[src/rtl/mbox_pkg.sv]
// Package: shared sizes and types for the mailbox bank.
// Assumes: one bus access per cycle; windows aligned to their span.
package mbox_pkg;

    // Default geometry of the bank.
    localparam int unsigned DEF_CORES    = 4;
    localparam int unsigned DEF_SLOTS    = 4;
    localparam int unsigned DEF_DW       = 32;
    localparam int unsigned DEF_AW       = 8;
    localparam int unsigned DEF_SET_BASE = 'h80;
    localparam int unsigned DEF_CLR_BASE = 'hC0;

    // Window that an address decodes to.
    typedef enum logic [1:0] {
        WIN_NONE = 2'd0,
        WIN_SET  = 2'd1,
        WIN_CLR  = 2'd2
    } mbox_win_e;

endpackage

[src/rtl/mbox_decode.sv]
// Module: mbox_decode
// Decodes a byte address into a window (set, clear or none) and a mailbox
// index. Assumes each window base is aligned to its span of NUM*4 bytes,
// so the index is taken directly from address bits above the word offset.
// A misaligned address decodes to no window.
module mbox_decode
    import mbox_pkg::*;
#(
    parameter int unsigned AW       = DEF_AW,
    parameter int unsigned NUM      = 16,
    parameter int unsigned SET_BASE = DEF_SET_BASE,
    parameter int unsigned CLR_BASE = DEF_CLR_BASE,
    localparam int unsigned IDXW    = (NUM > 1) ? $clog2(NUM) : 1
) (
    input  logic [AW-1:0]   addr,
    output mbox_win_e       win,
    output logic [IDXW-1:0] idx
);

    localparam int unsigned SPAN = NUM * 4;
    localparam logic [AW:0] SET_LO = (AW+1)'(SET_BASE);
    localparam logic [AW:0] SET_HI = (AW+1)'(SET_BASE + SPAN);
    localparam logic [AW:0] CLR_LO = (AW+1)'(CLR_BASE);
    localparam logic [AW:0] CLR_HI = (AW+1)'(CLR_BASE + SPAN);

    logic [AW:0] a_ext;
    logic        aligned;
    logic        in_set;
    logic        in_clr;

    // Range and alignment tests for both windows.
    always_comb begin
        a_ext   = {1'b0, addr};
        aligned = (addr[1:0] == 2'b00);
        in_set  = aligned && (a_ext >= SET_LO) && (a_ext < SET_HI);
        in_clr  = aligned && (a_ext >= CLR_LO) && (a_ext < CLR_HI);
    end

    // Window select; clear takes precedence if windows were ever to overlap.
    always_comb begin
        if (in_clr)      win = WIN_CLR;
        else if (in_set) win = WIN_SET;
        else             win = WIN_NONE;
    end

    // Mailbox index from the word offset bits.
    assign idx = addr[IDXW+1:2];

endmodule

[src/rtl/mbox_word.sv]
// Module: mbox_word
// One mailbox register with OR-set and bit-clear updates plus a non-zero
// flag. Assumes at most one of set_en / clr_en per cycle from a single
// bus; if both occur, the clear is applied first and then the set.
module mbox_word #(
    parameter int unsigned DW = 32
) (
    input  logic          clk,
    input  logic          rst_n,
    input  logic          set_en,
    input  logic          clr_en,
    input  logic [DW-1:0] wdata,
    output logic [DW-1:0] value,
    output logic          nonzero
);

    logic [DW-1:0] word_q;
    logic [DW-1:0] word_d;
    logic [DW-1:0] clr_mask;
    logic [DW-1:0] set_mask;

    // Masks for this cycle's update.
    always_comb begin
        clr_mask = clr_en ? wdata : '0;
        set_mask = set_en ? wdata : '0;
        word_d   = (word_q & ~clr_mask) | set_mask;
    end

    // Word storage with synchronous reset.
    always_ff @(posedge clk) begin
        if (!rst_n) word_q <= '0;
        else        word_q <= word_d;
    end

    assign value   = word_q;
    assign nonzero = |word_q;

endmodule

[src/rtl/mbox_readmux.sv]
// Module: mbox_readmux
// Selects read data: the addressed word in the clear window, zero in any
// other window or for a stray address. Purely combinational.
module mbox_readmux
    import mbox_pkg::*;
#(
    parameter int unsigned DW   = 32,
    parameter int unsigned NUM  = 16,
    localparam int unsigned IDXW = (NUM > 1) ? $clog2(NUM) : 1
) (
    input  mbox_win_e                win,
    input  logic [IDXW-1:0]          idx,
    input  logic [NUM-1:0][DW-1:0]   words,
    output logic [DW-1:0]            rdata
);

    // Word selection gated by the window.
    always_comb begin
        rdata = '0;
        if (win == WIN_CLR) begin
            for (int k = 0; k < NUM; k++) begin
                if (idx == IDXW'(k)) rdata = words[k];
            end
        end
    end

endmodule

[src/rtl/mbox_bank.sv]
// Module: mbox_bank (top)
// Bank of CORES*SLOTS mailbox words with a set window, a clear/read window
// and a per-mailbox pending vector. Assumes word accesses only; one access
// per cycle; read data is registered and valid the cycle after a read.
module mbox_bank
    import mbox_pkg::*;
#(
    parameter int unsigned CORES    = DEF_CORES,
    parameter int unsigned SLOTS    = DEF_SLOTS,
    parameter int unsigned DW       = DEF_DW,
    parameter int unsigned AW       = DEF_AW,
    parameter int unsigned SET_BASE = DEF_SET_BASE,
    parameter int unsigned CLR_BASE = DEF_CLR_BASE
) (
    input  logic                   clk,
    input  logic                   rst_n,
    input  logic                   bus_req,
    input  logic                   bus_we,
    input  logic [AW-1:0]          bus_addr,
    input  logic [DW-1:0]          bus_wdata,
    output logic [DW-1:0]          bus_rdata,
    output logic [CORES*SLOTS-1:0] pending
);

    localparam int unsigned NUM  = CORES * SLOTS;
    localparam int unsigned IDXW = (NUM > 1) ? $clog2(NUM) : 1;

    mbox_win_e               win;
    logic [IDXW-1:0]         idx;
    logic [NUM-1:0]          set_stb;
    logic [NUM-1:0]          clr_stb;
    logic [NUM-1:0][DW-1:0]  words;
    logic [DW-1:0]           rd_next;
    logic                    wr_go;
    logic                    rd_go;

    mbox_decode #(
        .AW(AW), .NUM(NUM), .SET_BASE(SET_BASE), .CLR_BASE(CLR_BASE)
    ) u_dec (
        .addr (bus_addr),
        .win  (win),
        .idx  (idx)
    );

    // Qualify the bus request.
    always_comb begin
        wr_go = bus_req &&  bus_we;
        rd_go = bus_req && !bus_we;
    end

    // One-hot write strobes per mailbox.
    always_comb begin
        for (int k = 0; k < NUM; k++) begin
            set_stb[k] = wr_go && (win == WIN_SET) && (idx == IDXW'(k));
            clr_stb[k] = wr_go && (win == WIN_CLR) && (idx == IDXW'(k));
        end
    end

    for (genvar g = 0; g < NUM; g++) begin : g_word
        mbox_word #(.DW(DW)) u_word (
            .clk     (clk),
            .rst_n   (rst_n),
            .set_en  (set_stb[g]),
            .clr_en  (clr_stb[g]),
            .wdata   (bus_wdata),
            .value   (words[g]),
            .nonzero (pending[g])
        );
    end

    mbox_readmux #(.DW(DW), .NUM(NUM)) u_rmux (
        .win   (win),
        .idx   (idx),
        .words (words),
        .rdata (rd_next)
    );

    // Read data register, held between reads.
    always_ff @(posedge clk) begin
        if (!rst_n)     bus_rdata <= '0;
        else if (rd_go) bus_rdata <= rd_next;
    end

endmodule

[config.mk]
export PLATFORM = sky130hd
export DESIGN_NAME = mbox_bank
export DESIGN_NICKNAME = d
export VERILOG_FILES = /design/src/rtl/mbox_pkg.sv /design/src/rtl/mbox_decode.sv /design/src/rtl/mbox_word.sv /design/src/rtl/mbox_readmux.sv /design/src/rtl/mbox_bank.sv
export SDC_FILE = /design/constraint.sdc
export NUM_CORES = 2
export LEC_CHECK = 0
export BUFFER_PORTS_ARGS = -buffer_cell sky130_fd_sc_hd__buf_4
export CAP_MARGIN = 20
export CORE_MARGIN = 1.5
export CORE_UTILIZATION = 50
export CTS_CLUSTER_SIZE = 8
export DETAILED_ROUTE_END_ITERATION = 6
export PLACE_DENSITY = 0.66
export RECOVER_POWER = 100
export SLEW_MARGIN = 5
export SYNTH_ARGS = -nofsm -noshare
export SYNTH_HDL_FRONTEND = slang
export SYNTH_SLANG_ARGS = --single-unit
[constraint.sdc]
create_clock -name clk -period 2.7 [get_ports clk]
set_clock_uncertainty 0.1 [all_clocks]
set_input_delay 0.405 -clock clk [delete_from_list [all_inputs] [get_ports clk]]
set_output_delay 0.405 -clock clk [all_outputs]
set_load 0.01 [all_outputs]
=== Yosys cells after proc, flatten, opt, wreduce, memory -nomap -nowiden ===
Index checks and enable logic that the tools add are counted.

* Output and inout port bits: 48
* Bits of input ports: 44
* Register bits after elaboration: 544
* Word-level logic and storage cells: 194

* Bitwise operators: 48
* Multiplexer cells: 51
* Equality and inequality tests: 17
* $lt $le $gt $ge: 3
* Reduce and logical (&&, ||, !) cells: 58

{| class="wikitable"
|+ Operators with widths
! operator !! count
|-
| 32-bit 2-to-1 mux || 49
|-
| 32-bit bitwise AND || 16
|-
| 32-bit NOT || 16
|-
| 32-bit bitwise OR || 16
|-
| 32-bit OR reduction || 16
|-
| 1-bit logical AND || 39
|-
| 4-bit == test (second input constant) || 8
|-
| 4-bit by 3-bit == test with 1-bit output (second input constant) || 4
|-
| 8-bit >= comparator (second input constant) || 2
|-
| 4-bit by 2-bit == test with 1-bit output (second input constant) || 2
|-
| 8-bit < comparator (second input constant) || 1
|-
| 4-bit by 1-bit == test with 1-bit output (second input constant) || 1
|-
| 4-bit logical NOT || 1
|-
| 2-bit by 1-bit == test with 1-bit output (second input constant) || 1
|-
| 2-bit == test (second input constant) || 1
|-
| 2-bit logical NOT || 1
|-
| 2-bit 2-to-1 mux || 1
|-
| 1-bit logical NOT || 1
|-
| 1-bit 2-to-1 mux || 1
|}

=== Logic depth before layout (Yosys ltp) ===
* Depth in word-level cells: 18
* Mapped depth: 10
* Depth with buffers taken out: 5

=== Cells and area by module ===
From an unflattened synthesis, not the netlist that was laid out.

* Cell total of the unflattened synthesis: 3,412
* Area, all modules: 28,284.6 um^2

{| class="wikitable"
|+ By module, submodules not included
! module !! cells an instance !! area each (um^2) !! times used
|-
| mbox_word || 148 || 1,317.5 || 16
|-
| mbox_readmux || 852 || 5,616.6 || 1
|-
| mbox_bank || 185 || 1,522.7 || 1
|-
| mbox_decode || 7 || 65.1 || 1
|}

=== Least setup slack after synthesis ===
Ideal clock, no wire load.

* Path kind: input to register
* From: input bus_addr[1]
* To: register g_word[11].u_word.word_q[16]
* Arrival time: 2.203 ns
* Buffers on the path: 3
* Path slack: 0.279 ns
* Stages: 8
* Data required time: 2.483 ns
* Library setup time: 0.117 ns
* Cells stage by stage: or3b_1 -> buf_4 -> or3_1 -> buf_6 -> nor3_4 -> buf_6 -> nand2_1 -> a32o_1

* Cells in the longest elaborated chain, start to end: 12
* Elaborated cells between the ends (all ways): 20
* Classes of those cells: 3 x order compare; 2 x eq/ne; 4 x mux; 3 x bitwise; 8 x reduce/logical

{| class="wikitable"
|+ RTL lines
! element !! RTL line !! source
|-
| start: declaration || mbox_bank.sv:19 || <nowiki>input logic [AW-1:0] bus_addr,</nowiki>
|-
| 8-bit >= comparator or 2-bit logical NOT (tied branches) || mbox_decode.sv:35, mbox_decode.sv:34 ||
|-
| 1-bit logical AND (2 in a row) || mbox_decode.sv:35 || <nowiki>in_set = aligned && (a_ext >= SET_LO) && (a_ext < SET_HI);</nowiki>
|-
| 1-bit 2-to-1 mux || mbox_decode.sv:42 || <nowiki>else if (in_set) win = WIN_SET;</nowiki>
|-
| 2-bit 2-to-1 mux (*) || mbox_decode.sv:41 || <nowiki>if (in_clr) win = WIN_CLR;</nowiki>
|-
| 2-bit == test || mbox_bank.sv:55 || <nowiki>clr_stb[k] = wr_go && (win == WIN_CLR) && (idx == IDXW'(k));</nowiki>
|-
| 1-bit logical AND (2 in a row) || mbox_bank.sv:55 ||
|-
| 32-bit 2-to-1 mux || mbox_word.sv:24 || <nowiki>clr_mask = clr_en ? wdata : '0;</nowiki>
|-
| 32-bit NOT || mbox_word.sv:26 || <nowiki>word_d = (word_q & ~clr_mask) | set_mask;</nowiki>
|-
| 32-bit bitwise AND || mbox_word.sv:26 ||
|-
| 32-bit bitwise OR (*) || mbox_word.sv:26 ||
|-
| end signal: assignment || mbox_word.sv:32 || <nowiki>else word_q <= word_d;</nowiki>
|-
| end: declaration || mbox_word.sv:17 || <nowiki>logic [DW-1:0] word_q;</nowiki>
|}

Every way passes the cells marked *; elsewhere a longest branch is shown, timed or not.
A chain may end at the register's enable or synchronous reset.

=== Worst setup path in the final report ===
* From: register g_word[14].u_word.word_q[4]
* To: output pending[14]

* Cells in the longest elaborated chain, start to end: 1

{| class="wikitable"
|+ RTL lines
! element !! RTL line !! source
|-
| start: declaration || mbox_word.sv:17 ||
|-
| start signal: assignment || mbox_word.sv:32 ||
|-
| 32-bit OR reduction || mbox_word.sv:36 || <nowiki>assign nonzero = |word_q;</nowiki>
|-
| end: declaration || mbox_bank.sv:22 || <nowiki>output logic [CORES*SLOTS-1:0] pending</nowiki>
|}

No other way between the ends.

==> reports/results.ini <==
[place]
post-place-ws_ns = -0.0338
dp_cells = 4019
io_buffers = 91
gp_congestion = 0.968
post-dp-hpwl_um = 87900
placed_cell_area_um2 = 29900

[hold_path]
hp-start = bus_wdata[26]
hold_class = input pin to register

[timing]
hold_violations = 0
rsz0062_at_grt = yes
max_freq_ghz = 0.363
tightest_slew_ns = 1.18
period_needed_ns = 2.75
maxSlewHeadroom_pct = 21.5
fin_setup_tns_ns = -0.272
slew_violations = 0
final.period_utilization_pct = 102
hold_ws_ns = 0.118
setup-violations-final = 13
setup_ws_ns = -0.0524

[setup_path]
crit_start = g_word[14].u_word.value[4]$_SDFF_PN0_
crit_type = register to primary output
cp.required_ns = 2.19
cpMostUsedCell = buf_4
worstPathMaxFanout = 3
timing.critical_path.slowest_stage_cell = dfxtp_1
crit_chain = nor4_2, buf_4, nand4_1, or2_0, buf_4
r2r_start = g_word[1].u_word.value[23]$_SDFF_PN0_
worst_setup_path_start_kind = register
endpoint_kind = primary output
path_buf_inv = 2
critical-path-max-stage-delay_ns = 0.36
cp.arrival_ns = 2.25
cp_top_family = simple AND/OR/NAND/NOR gates

[yosys]
syn_inst = 3369
synth_flop_cell = dfxtp_1
synth_fp_nets = 3413
ys_ff_latch = 544
synth_top_area_cell = dfxtp_1
yosysMostFrequentCell = nand2_1
yosys.area.top_type_share_pct = 39.3
ys_seq_area_share_pct = 39.3
synth-edff-count = 0
yosys_warnings = 0
synthArstFlopShare_pct = 0
syn_area_per_cell_um2 = 8.23
synthTopCellsByArea = dfxtp_1, a32o_1, nand2_1, a22oi_1, nor2_1
syn_area_um2 = 27700
synth.top_cells.by_count = nand2_1, dfxtp_1, nor2_1
synthDistinctLibCells = 72

[global_routing]
grt-busiest-layer = met2
use_met2_pct = 60.6
grt_max_degree = 100
grt_use_met1_pct = 59.5
grt_util_all_layers_pct = 42.7
grt_pass1_wl_um = 182000
grt_pass1_vias = 26799
grtUsageMet3_pct = 9.83
overflow = 0
antenna_found_initial = 4

[clocking]
clock-sinks = 544
htree_levels = 3
cts_root_buffer = clkbuf_16
ctsHoldBuffers = 0
cts_made_buffers = 78
cts.reportedPaths.clkPinSlew_ns = 0.05
cts_tree = done
clkLatencyLatePin_ns = 0.64
clock_path_buffers = 3

[detailed_routing]
drt-wirelength-per-cell_um = 30.2
vias_per_cell = 7.06
drc = 2
vias = 29020
first_pass_iters = 7
ant_nets = 0
drt_iter0_drc = 4416
wirelength_um = 124000

[finish]
area_delta_synth_final_pct = 15.3
design_area_um2 = 32000
layout.cells.non_filler = 4111
drive_gt1_share_pct = 15.0
utilization_pct = 58.2
fillerInstances = 5052
finalNetCount = 3397

[pwr]
ir_drop_mv = 0.610
power_density_nw_per_um2 = 583
total_power_mw = 18.6
p_leak_nw = 11.1

[floorplan]
rows = 86
die_height_um = 239
core-area_um2 = 55000
die-area_um2 = 56900
initial_utilization_pct = 50.5
die_w_um = 239
io_pins = 92

[outcome]
outcome = complete, but fails checks
violations = design-rule violations, negative setup slack

[run]
maxCapViolations = 0

[sequential cells by signal, indices dropped and copies added (netlist names)]
signal	cells
g_word.u_word.value	512
bus_rdata	32
[timing repair]
action	in CTS	in global routing
endpoints found under the hold margin	0	0
pin swaps	21	19
buffers inserted	0	1
endpoints found under the setup margin	16	10
resized for setup	60	27
[cells in the final DEF (no fill, tap or decap), types with 16 or more instances in the layout]
cell       synthesis  layout
a21o_1            17      17
a21oi_1          110     110
a22o_1            20      20
a22oi_1          217     217
a32o_1           307     307
and2_1            39      39
buf_12             0      40
buf_4             18     188
clkbuf_1         189      44
clkbuf_16          0      78
clkbuf_2           0      17
dfxtp_1          544     534
mux2_2            25      25
mux2i_1           66      66
nand2_1          624     623
nand2b_1          18      16
nand4_1           36      36
nor2_1           367     359
nor2b_1           23      21
nor4_1           136      88
nor4_2             2      34
nor4_4             0      16
o21ai_0          110     110
o22ai_1           31      31
[worst paths after layout]
| kind | endpoint | slack, ns | cells after the start |
|---|---|---|---|
| min reg2reg | bus_rdata[7]$_SDFFE_PN0P_ | 0.41 | 2 |
| max | pending[14] | -0.05 | 5 |
| min | g_word[15].u_word.value[26]$_SDFF_PN0_ | 0.12 | 4 |
| max reg2reg | bus_rdata[23]$_SDFFE_PN0P_ | 0.56 | 7 |
[per-layer routing]
| layer | vias up | share of wire [%] |
|---|---|---|
| met4 | 2 | 6.2 |
| li1 | 12480 | - |
| met2 | 2044 | 41 |
| met3 | 346 | 12 |
| met5 | - | 0.010 |
| met1 | 14148 | 41 |
[worst reg2reg max path: cells and delay by family, from the launching register on]
kind            cells  cell delay, ns
flops               1            0.34
buf+inv             2            0.36
mux                 1            0.28
compound gates      4            0.94
[cells by family after synthesis]
logic type	count (synthesis)	synth area share [%]
compound gates	964	27.5
flops	544	39.3
simple gates	1356	22.3
buf+inv	408	7.08
mux	97	3.88
[report_power, final]
group | internal [mW] | switching (mW) | total (mW)
Clock | 5.16 | 3.79 | 8.95
Combinational | 0.432 | 1.20 | 1.64
Sequential | 8.05 | 0.00761 | 8.05
[final cells by class]
cell class	instances	area (µm²)	area share (%)
Clock buffer	80	1960	6.12
Clock inverter	8	158	0.493
Tap cell	748	936	2.93
Antenna cell	2	5.00	0.0156
Sequential cell	544	10900	34.1
Inverter	9	38.8	0.121
Timing Repair Buffer	303	2620	8.17
Multi-Input combinational cell	2417	15400	48.1
No activity file was read; power rests on OpenSTA's default activity.
